`src/rtl/raster_pkg.sv`:
```
package raster_pkg;
  typedef enum logic [1:0] {RATE_50 = 2'd0, RATE_60 = 2'd1, RATE_72 = 2'd2} rate_e;
  typedef enum logic [1:0] {DEPTH4 = 2'd0, DEPTH2 = 2'd1, DEPTH1 = 2'd2} depth_e;

  localparam int unsigned HS_LEAD  = 100;
  localparam int unsigned HS_TAIL  = 20;
  localparam int unsigned VS_XPOS  = 60;
  localparam int unsigned VS_LINES = 3;

  function automatic int unsigned win_first(rate_e r);
    case (r)
      RATE_60: return 34;
      RATE_72: return 1;
      default: return 63;
    endcase
  endfunction

  function automatic int unsigned win_last_excl(rate_e r);
    case (r)
      RATE_60: return 234;
      RATE_72: return 401;
      default: return 263;
    endcase
  endfunction

  function automatic int unsigned field_lines(rate_e r);
    case (r)
      RATE_60: return 262;
      RATE_72: return 500;
      default: return 313;
    endcase
  endfunction
endpackage

```
`src/rtl/raster_mode_reg.sv`:
```
module raster_mode_reg
  import raster_pkg::*;
(
  input  logic       clk,
  input  logic       rst,
  input  logic       we,
  input  logic [1:0] mode,
  input  logic       rate_60,
  output rate_e      rate,
  output logic [1:0] depth
);
  rate_e      rate_q;
  logic [1:0] depth_q;

  always_ff @(posedge clk) begin
    if (rst) begin
      rate_q  <= RATE_50;
      depth_q <= DEPTH4;
    end else if (we) begin
      if (mode[1]) begin
        rate_q  <= RATE_72;
        depth_q <= DEPTH1;
      end else begin
        rate_q  <= rate_60 ? RATE_60 : RATE_50;
        depth_q <= mode[0] ? DEPTH2 : DEPTH4;
      end
    end
  end

  assign rate  = rate_q;
  assign depth = depth_q;

  AST_DEPTH_LEGAL: assert property (@(posedge clk) disable iff (rst)
    depth_q != 2'd3);
  AST_ONEBIT_FORCES_72: assert property (@(posedge clk) disable iff (rst)
    (depth_q == DEPTH1) |-> (rate_q == RATE_72));
endmodule

```
`src/rtl/raster_counters.sv`:
```
module raster_counters
  import raster_pkg::*;
#(
  parameter int unsigned XW          = 11,
  parameter int unsigned YW          = 9,
  parameter int unsigned LINE_LEN_50 = 1024,
  parameter int unsigned LINE_LEN_60 = 1024,
  parameter int unsigned LINE_LEN_72 = 1024,
  parameter int unsigned H_EN_SET    = 112,
  parameter int unsigned H_EN_RST    = 752
)(
  input  logic  clk,
  input  logic  rst,
  input  rate_e rate,
  output logic  hsync,
  output logic  vsync,
  output logic  de
);
  logic [XW-1:0] x_q, len_c, hs_on_c, hs_off_c;
  logic [YW-1:0] y_q, v_first_c, v_last_c, v_total_c;
  logic          hs_q, vs_q, de_q, hwin_c, vwin_c, eol_c;

  always_comb begin
    case (rate)
      RATE_60: len_c = XW'(LINE_LEN_60);
      RATE_72: len_c = XW'(LINE_LEN_72);
      default: len_c = XW'(LINE_LEN_50);
    endcase
    hs_on_c   = len_c - XW'(HS_LEAD);
    hs_off_c  = len_c - XW'(HS_TAIL);
    v_first_c = YW'(win_first(rate));
    v_last_c  = YW'(win_last_excl(rate));
    v_total_c = YW'(field_lines(rate));
    hwin_c    = (x_q >= XW'(H_EN_SET)) && (x_q < XW'(H_EN_RST));
    vwin_c    = (y_q >= v_first_c) && (y_q < v_last_c);
    eol_c     = (x_q >= len_c - XW'(1));
  end

  always_ff @(posedge clk) begin
    if (rst) begin
      x_q  <= '0;
      y_q  <= '0;
      hs_q <= 1'b0;
      vs_q <= 1'b0;
      de_q <= 1'b0;
    end else begin
      hs_q <= (x_q >= hs_on_c) && (x_q < hs_off_c);
      de_q <= hwin_c && vwin_c;
      if (x_q == XW'(VS_XPOS)) vs_q <= (y_q < YW'(VS_LINES));
      if (eol_c) begin
        x_q <= '0;
        y_q <= (y_q >= v_total_c - YW'(1)) ? '0 : y_q + YW'(1);
      end else begin
        x_q <= x_q + XW'(1);
      end
    end
  end

  assign hsync = hs_q;
  assign vsync = vs_q;
  assign de    = de_q;

  AST_VSYNC_AT_XPOS: assert property (@(posedge clk) disable iff (rst)
    !$stable(vs_q) |-> ($past(x_q) == XW'(VS_XPOS)));
  AST_LINE_STEP_AT_WRAP: assert property (@(posedge clk) disable iff (rst)
    !$stable(y_q) |-> (x_q == '0));
endmodule

```
`src/rtl/de_delay_queue.sv`:
```
module de_delay_queue #(
  parameter int unsigned DELAY = 56,
  parameter int unsigned DEPTH = 4
)(
  input  logic clk,
  input  logic rst,
  input  logic din,
  output logic dout
);
  generate
    if (DELAY == 0) begin : g_pass
      assign dout = din;
    end else if (DELAY == 1) begin : g_reg
      logic q;
      always_ff @(posedge clk) begin
        if (rst) q <= 1'b0;
        else     q <= din;
      end
      assign dout = q;
    end else begin : g_queue
      localparam int unsigned TW = $clog2(DELAY) + 1;
      localparam int unsigned AW = $clog2(DEPTH);

      logic [TW-1:0] tick_q;
      logic [TW-1:0] due_mem [DEPTH];
      logic          lvl_mem [DEPTH];
      logic [AW-1:0] wr_q, rd_q;
      logic [AW:0]   used_q;
      logic          prev_q, out_q, push_c, pop_c, full_c, push_ok_c;

      always_comb begin
        full_c    = (used_q == (AW+1)'(DEPTH));
        push_c    = (din != prev_q);
        push_ok_c = push_c && !full_c;
        pop_c     = (used_q != '0) && (due_mem[rd_q] == tick_q);
      end

      always_ff @(posedge clk) begin
        if (push_ok_c) begin
          due_mem[wr_q] <= tick_q + TW'(DELAY - 1);
          lvl_mem[wr_q] <= din;
        end
      end

      always_ff @(posedge clk) begin
        if (rst) begin
          tick_q <= '0;
          wr_q   <= '0;
          rd_q   <= '0;
          used_q <= '0;
          prev_q <= 1'b0;
          out_q  <= 1'b0;
        end else begin
          tick_q <= tick_q + TW'(1);
          prev_q <= din;
          if (push_ok_c) wr_q <= wr_q + AW'(1);
          if (pop_c) begin
            out_q <= lvl_mem[rd_q];
            rd_q  <= rd_q + AW'(1);
          end
          case ({push_ok_c, pop_c})
            2'b10:   used_q <= used_q + (AW+1)'(1);
            2'b01:   used_q <= used_q - (AW+1)'(1);
            default: used_q <= used_q;
          endcase
        end
      end

      assign dout = out_q;

      AST_Q_NO_OVERFLOW: assert property (@(posedge clk) disable iff (rst)
        !(push_c && full_c));
      AST_OUT_NEEDS_PENDING: assert property (@(posedge clk) disable iff (rst)
        !$stable(out_q) |-> $past(used_q != '0));
    end
  endgenerate
endmodule

```
`src/rtl/raster_timing_gen.sv`:
```
module raster_timing_gen
  import raster_pkg::*;
#(
  parameter int unsigned XW          = 11,
  parameter int unsigned YW          = 9,
  parameter int unsigned LINE_LEN_50 = 1024,
  parameter int unsigned LINE_LEN_60 = 1024,
  parameter int unsigned LINE_LEN_72 = 1024,
  parameter int unsigned H_EN_SET    = 112,
  parameter int unsigned H_EN_RST    = 752,
  parameter int unsigned DE_DELAY    = 56,
  parameter int unsigned Q_DEPTH     = 4
)(
  input  logic       clk,
  input  logic       rst,
  input  logic       cfg_we,
  input  logic [1:0] cfg_mode,
  input  logic       cfg_rate_60,
  output logic       hsync,
  output logic       vsync,
  output logic       de_raw,
  output logic       de_out,
  output logic [1:0] bpp
);
  rate_e rate_w;

  raster_mode_reg u_mode (
    .clk(clk), .rst(rst), .we(cfg_we), .mode(cfg_mode),
    .rate_60(cfg_rate_60), .rate(rate_w), .depth(bpp)
  );

  raster_counters #(
    .XW(XW), .YW(YW),
    .LINE_LEN_50(LINE_LEN_50), .LINE_LEN_60(LINE_LEN_60), .LINE_LEN_72(LINE_LEN_72),
    .H_EN_SET(H_EN_SET), .H_EN_RST(H_EN_RST)
  ) u_cnt (
    .clk(clk), .rst(rst), .rate(rate_w),
    .hsync(hsync), .vsync(vsync), .de(de_raw)
  );

  de_delay_queue #(.DELAY(DE_DELAY), .DEPTH(Q_DEPTH)) u_dly (
    .clk(clk), .rst(rst), .din(de_raw), .dout(de_out)
  );
endmodule

```
`config.mk`:
```
export PLATFORM = sky130hd
export DESIGN_NAME = raster_timing_gen
export DESIGN_NICKNAME = d
export VERILOG_FILES = /design/src/rtl/raster_pkg.sv /design/src/rtl/raster_mode_reg.sv /design/src/rtl/raster_counters.sv /design/src/rtl/de_delay_queue.sv /design/src/rtl/raster_timing_gen.sv
export SDC_FILE = /design/constraint.sdc
export NUM_CORES = 1
export LEC_CHECK = 0
export BUFFER_PORTS_ARGS = -buffer_cell sky130_fd_sc_hd__buf_2
export CAP_MARGIN = 40
export CELL_PAD_IN_SITES_DETAIL_PLACEMENT = 0
export CELL_PAD_IN_SITES_GLOBAL_PLACEMENT = 2
export CORE_MARGIN = 2
export CORE_UTILIZATION = 42
export DETAILED_ROUTE_END_ITERATION = 16
export GPL_ROUTABILITY_DRIVEN = 0
export PLACE_DENSITY = 0.88
export SYNTH_ARGS = -nofsm -noshare
export SYNTH_HDL_FRONTEND = slang
export SYNTH_SLANG_ARGS = --single-unit
```
`constraint.sdc`:
```
create_clock -name clk -period 3.2 [get_ports clk]
set_input_delay 0.64 -clock clk [delete_from_list [all_inputs] [get_ports clk]]
set_output_delay 0.64 -clock clk [all_outputs]
set_load 0.05 [all_outputs]
```
==> results of run 1 <==
[worst max-delay path by stage]
stage	from	end	slack [ns]	depth (start not counted)
floorplan	flop	u_dly.g_queue.used_q[2]	0.33	10
global placement	flop	u_dly.g_queue.used_q[2]	0.26	10
detailed placement	flop	u_dly.g_queue.used_q[2]	0.15	10
CTS	flop	u_dly.g_queue.used_q[2]	0.14	10
global route	flop	u_dly.g_queue.used_q[2]	0.09	10
finish	flop	u_dly.g_queue.used_q[2]	0.30	10
[final cells by class]
class	instances	area, µm²	share of cell area, %
clock inverter	6	92.6	2.22
multi-input combinational	228	1790	42.9
tap	108	135	3.24
inverter	22	82.6	1.98
clock buffer	10	149	3.57
timing repair buffer	14	77.6	1.86
sequential	76	1840	44.2
[per-stage QoR]
stage	power (µW)	hold WS (ns)	cells
after detailed placement	1200	0.483	448
after global placement	1200	0.467	448
after global routing	2120	0.516	464
after floorplan	1160	0.452	339
after CTS	2060	0.505	464
final	2030	0.500	464
[layout by cell type (no fill, tap or decap), types with 9 or more instances in the layout]
cell type	n
buf_2	11
clkbuf_8	9
edfxtp_1	32
dfxtp_1	43
nor2_1	45
nand3_1	10
ha_1	34
inv_1	22
nand4_1	10
xor2_1	19
a21oi_1	15
nand2_1	10
xnor2_1	18
[per-layer routing]
layer | track usage [%] | share of wire, % | vias to the layer above | routed length, µm
met3 | 4.47 | 2.9 | 4 | 189
met1 | 18.6 | 46 | 1122 | 3010
met5 | 0 | 0 | - | 0
met4 | 4.21 | 0.85 | 0 | 55
met2 | 23.7 | 50 | 19 | 3240
li1 | - | - | 1212 | -
[cells by family after synthesis]
group           count (synthesis)
flops                          76
simple gates                  103
buf+inv                        35
mux                            12
compound gates                 39
other cells                     1
xor+xnor                       37
fa+ha+maj                      35
[sequential cells by signal, summed over array words and instances, names as in the netlist, named ones only]
| name | flops |
|---|---|
| u_cnt.de | 1 |
| u_cnt.y_q | 9 |
| u_mode.depth | 2 |
| u_mode.rate | 1 |
| u_cnt.x_q | 11 |
| u_cnt.vsync | 1 |
| u_dly.dout | 1 |
| u_dly.g_queue.tick_q | 7 |
| u_dly.g_queue.due_mem | 28 |
| u_dly.g_queue.lvl_mem | 4 |
| u_dly.g_queue.wr_q | 2 |
| u_cnt.hsync | 1 |
| u_dly.g_queue.used_q | 3 |
| u_dly.g_queue.prev_q | 1 |
| u_dly.g_queue.rd_q | 2 |
[power by group]
part           total (µW)  internal (µW)  switching, µW
combinational         134           56.4           77.5
clock                 853            493            360
sequential           1050           1020           21.7
[worst max-delay path, delay by kind of cell, from the launching register on]
family,cells,cell delay [ns]
buffers and inverters,1,0.06
flip-flops,1,0.44
AND/OR/NAND/NOR,3,0.66
XOR/XNOR,2,0.32
adder cells (fa/ha/maj),2,0.60
multiplexers,1,0.59
AO/OA/AOI/OAI,1,0.14
==> results.cfg, run 1 <==
[yosys]
syn_inst = 338
synth_commonest_cells = 45 x nor2_1, 44 x dfxtp_1, 34 x ha_1
ys.flop_type = dfxtp_1
synth_compound_area_share_pct = 6.94
yosysSeqAreaShare_pct = 48.9
netlist_top_cells_area = edfxtp_1 25%, dfxtp_1 23%, ha_1 11%
yosysUniqueCellTypes = 43
synth.avg_cell_area_um2 = 11.2
synth_mux_area_share_pct = 6.44
synth.top_cell.area_share_pct = 25.5
synth_edf_count = 32
yosysWarnings = 0
synth.cell_area_mm2 = 0.00377
async_flop_share_pct = 0
synth_top_family_by_area = simple AND/OR/NAND/NOR gates
synth-simple-area-share_pct = 13.5
synth_xor_area_share_pct = 8.60
yosysTopAreaCell = edfxtp_1
synth-seq-cells = 76
yosysMostFrequentCell = nor2_1
synth-adder-area-share_pct = 11.8

[layout]
syn2layout_area_growth_pct = 10.6
final_area_mm2 = 0.00417
fin_util_pct = 47.8
drive_above_1_share_pct = 10.1
fin_nets = 392
diodes = 0
nFillCells = 795

[floorplanning]
core_mm2 = 0.00872
dieArea_mm2 = 0.00975
fp.dieH_um = 98.7
ioPinCount = 12
rows = 34
start_util_pct = 43.2
dieWidth_um = 98.7

[grt]
grt_pass1_vias = 2318
overflow = 0
gr-usage-all-layers_pct = 14.5
grt_max_degree = 24
grt_antenna_before_repair = 0
grt_pass1_wl_um = 11100

[clocking]
ctsResizeCount = 0
post_cts_buffers = 0
cts_buffers = 9
ctsLongestPathBuffers = 2
cts_tree = built
clock-root-buffer = clkbuf_8
clock-sinks = 76
htreeDepth = 3
clk_pin_slew_ns = 0.08
ctsHoldBuffers = 0
worst_skew_pair.late_latency_ns = 0.35

[min_path]
hold_path.class = reg -> reg
min_to = u_dly.dout
min-delay-start = u_dly.dout
holdPathStages = 2

[run_status]
status = finished clean

[timing]
tns_ns = 0
slew-limit-headroom_pct = 55.5
setup_viol = 0
fin_crit_sh_pct = 90.6
worst_clock_skew_ns = 0.0101
min_period_ns = 2.90
worst_slack_ns = 0.302
rsz0062_at_grt = false
tightest_slew_ns = 0.664
max_freq_mhz = 345
finalMaxSlewViolations = 0
hold_viol = 0

[setup_path]
cp.arrival_ns = 3.17
worst-path-max-fanout = 7
rr_worst_depth = 10
rrSetupSlack_ns = 0.30
end_kind = flop
crit_path_cell_trace = mux4_1, xnor2_1, nand4_1, nor4_4, ha_1, inv_1, fa_1, xor2_1, or3_1, a21oi_1
cp_slowest_cell = mux4_1
reg2reg_to = u_dly.g_queue.used_q[2]
cp-start-kind = flop
required_ns = 3.48
crit_type = reg -> reg
max_stage_delay_ns = 0.59

[route]
drt_iter0_markers = 63
drt-total-wl_um = 6490
drt_first_pass_iters = 5
vias = 2357
drtAntennaViolNets = 0
via_per_inst = 5.08
wl_per_cell_um = 14.0
drc_errors = 0

[placed_design]
portBuffers = 11
dpl_cell_area_mm2 = 0.00393
place_hpwl_um = 4690
dp_slack_ns = 0.153

[power_and_ir_drop]
p_leak_uw = 0.00158
powerDensity_mw_per_mm2 = 488
ir_worst_vdd_v = 0.000305

[run]
cap_violations = 0
Note: power is estimated with default switching activity, not from simulation.
==> run 2: changes to the inputs <==
--- a/config.mk
+++ b/config.mk
@@ -10,10 +10,10 @@
 export CELL_PAD_IN_SITES_DETAIL_PLACEMENT = 0
 export CELL_PAD_IN_SITES_GLOBAL_PLACEMENT = 2
 export CORE_MARGIN = 2
-export CORE_UTILIZATION = 42
+export CORE_UTILIZATION = 38
 export DETAILED_ROUTE_END_ITERATION = 16
 export GPL_ROUTABILITY_DRIVEN = 0
-export PLACE_DENSITY = 0.88
+export PLACE_DENSITY = 0.84
 export SYNTH_ARGS = -nofsm -noshare
 export SYNTH_HDL_FRONTEND = slang
 export SYNTH_SLANG_ARGS = --single-unit
==> constraint.sdc (replaced) <==
create_clock -name clk -period 2.48 [get_ports clk]
set_input_delay 0.496 -clock clk [delete_from_list [all_inputs] [get_ports clk]]
set_output_delay 0.496 -clock clk [all_outputs]
set_load 0.05 [all_outputs]
==> run 2 against run 1 <==
The run now ends with negative setup slack left. Routed wire length rose by 7.0%. Sequential share of layout area down 2.3 points. Power rose by 30%. Cell area increased by 5.6%. Clock skew increased by 0.0027 ns. Highest routed layer unchanged. First-iteration DRC count shrank 1.6%. Critical path depth rose by 1. Sequential power grew 28%. Global-route usage down 0.62 points. Critical path type unchanged.
==> results.cfg, run 2 (synthesis gave the netlist of run 1 again) <==
[layout]
largest_registers = u_dly.g_queue.due_mem: 28 flops, u_cnt.x_q: 11 flops, u_cnt.y_q: 9 flops
fin_nets = 412
nFillCells = 910
top_register = u_dly.g_queue.due_mem
final_cell_mix = 44 x nor2_1, 43 x dfxtp_1, 33 x ha_1, 32 x edfxtp_1, 21 x inv_1
diodes = 0
largest_reg_flops = 28
drive_above_1_share_pct = 18.4
syn2layout_area_growth_pct = 16.7
regArea_mm2 = 0.00184
final_cells = 509
final_common_cell = nor2_1
multiInputGateArea_mm2 = 0.00180

[timing]
finalMaxSlewViolations = 0
worst_slack_ns = -0.355
setup_viol = 2
max_freq_mhz = 353
worst_clock_skew_ns = 0.0128
fin_crit_sh_pct = 114
rsz0062_at_grt = true
hold_viol = 0
tns_ns = -0.548
min_period_ns = 2.84

[clocking]
ctsLongestPathBuffers = 2
clock-sinks = 76
clock-root-buffer = clkbuf_8
clk_pin_slew_ns = 0.08
cts_tree = built
ctsHoldBuffers = 0
cts_buffers = 9
worst_skew_pair.late_latency_ns = 0.35
htreeDepth = 3

[min_path]
hold_path.class = in -> reg
holdPathStages = 3

[floorplanning]
dieArea_mm2 = 0.0107
ioPinCount = 12
start_util_pct = 38.9
fp.dieH_um = 104
core_mm2 = 0.00968
rows = 36
dieWidth_um = 104

[placed_design]
place_hpwl_um = 5090
dp.cells = 491
dp_slack_ns = -0.444
portBuffers = 11

[route]
drt_first_pass_iters = 4
drt-total-wl_um = 6950
vias = 2406
via_per_inst = 4.73
wl_per_cell_um = 13.7
drc_errors = 0
drt_iter0_markers = 62
drtAntennaViolNets = 0

[setup_path]
rr_worst_depth = 11
cp_slowest_cell = mux4_2
cp-start-kind = flop
worst-path-max-fanout = 7
max_stage_delay_ns = 0.52
end_kind = flop
cp.arrival_ns = 3.12
crit_path_cell_trace = buf_12, buf_6, mux4_2, xor2_2, nor4_4, ha_2, inv_2, fa_2, xor2_1, or3_1, a21oi_1
required_ns = 2.76
crit_type = reg -> reg

[power_and_ir_drop]
power_uw = 2650
powerDensity_mw_per_mm2 = 602
ir_worst_vdd_v = 0.000325
p_leak_uw = 0.00169

[grt]
grt_pass1_vias = 2426
grt_pass1_wl_um = 11600
grt_max_degree = 21
grt_antenna_before_repair = 0
overflow = 0
gr-usage-all-layers_pct = 13.9

[run_status]
violations = negative setup slack
status = complete, but fails checks

[run]
cap_violations = 0
==> run 2: cell types whose count changed in the layout (fill, tap and decap cells not counted), moves of 3 or more <==
cell and change:
xnor2_1 -3, mux4_1 -6, buf_12 +3, xnor2_2 +3
buf_4 +16, mux4_2 +6
==> run 2: path summary, 6_finish.rpt <==
check | startpoint | endpoint | slack [ns]
worst max-delay path | flop | u_dly.g_queue.used_q[2] | -0.36
worst min-delay path | cfg_mode[0] | u_mode.depth[0] | 0.37
worst max register to register | flop | u_dly.g_queue.used_q[2] | -0.36
worst min register to register | u_cnt.vsync | u_cnt.vsync | 0.50
==> run 2: area by class of cell <==
class                      instances  area share [%]
sequential                        76            41.9
multi-input combinational        228            41.0
timing repair buffer              34            6.11
tap                              133            3.78
clock buffer                      11            3.47
clock inverter                     5            1.88
inverter                          22            1.88
==> run 2: worst max-delay path: cells and delay by family, from the launching register on <==
family	cells	cell delay, ns
multiplexers	1	0.52
flip-flops	1	0.35
AND/OR/NAND/NOR	2	0.62
buffers and inverters	3	0.27
XOR/XNOR	2	0.33
adder cells (fa/ha/maj)	2	0.57
AO/OA/AOI/OAI	1	0.12
==> run 2: metal layers <==
metal  global-route usage [%]  part of all wire [%]  vias to the layer above
met2                     24.1                    52                       18
met3                     3.40                   1.8                        8
met1                     16.2                    45                     1137
met4                     5.98                   1.5                        0
li1                         -                     -                     1243
met5                        0                     0                        -
==> run 2: what timing repair did <==
item	in CTS	in global routing
endpoints found under the hold margin	0	0
pin swaps	7	3
setup endpoints to repair	2	3
setup buffers	1	1
resized for setup	6	3
==> run 2: metrics by stage <==
step / cell area (µm²) / hold WS [ns] / util (%)
CTS: 4380 / 0.351 / 45.2
detailed placement: 4110 / 0.474 / 42.4
floorplan: 3750 / 0.452 / -
global placement: 4110 / 0.467 / 42.4
global route: 4400 / 0.374 / 45.4
finish: 4400 / 0.369 / 45.4
==> run 2: report_power, final <==
group	total, µW	leakage (µW)	internal (µW)	switching, µW
combinational	210	0.000935	92.4	118
sequential	1340	0.000634	1320	15.3
clock	1100	0.000119	632	467
total	2650	0.00169	2050	601
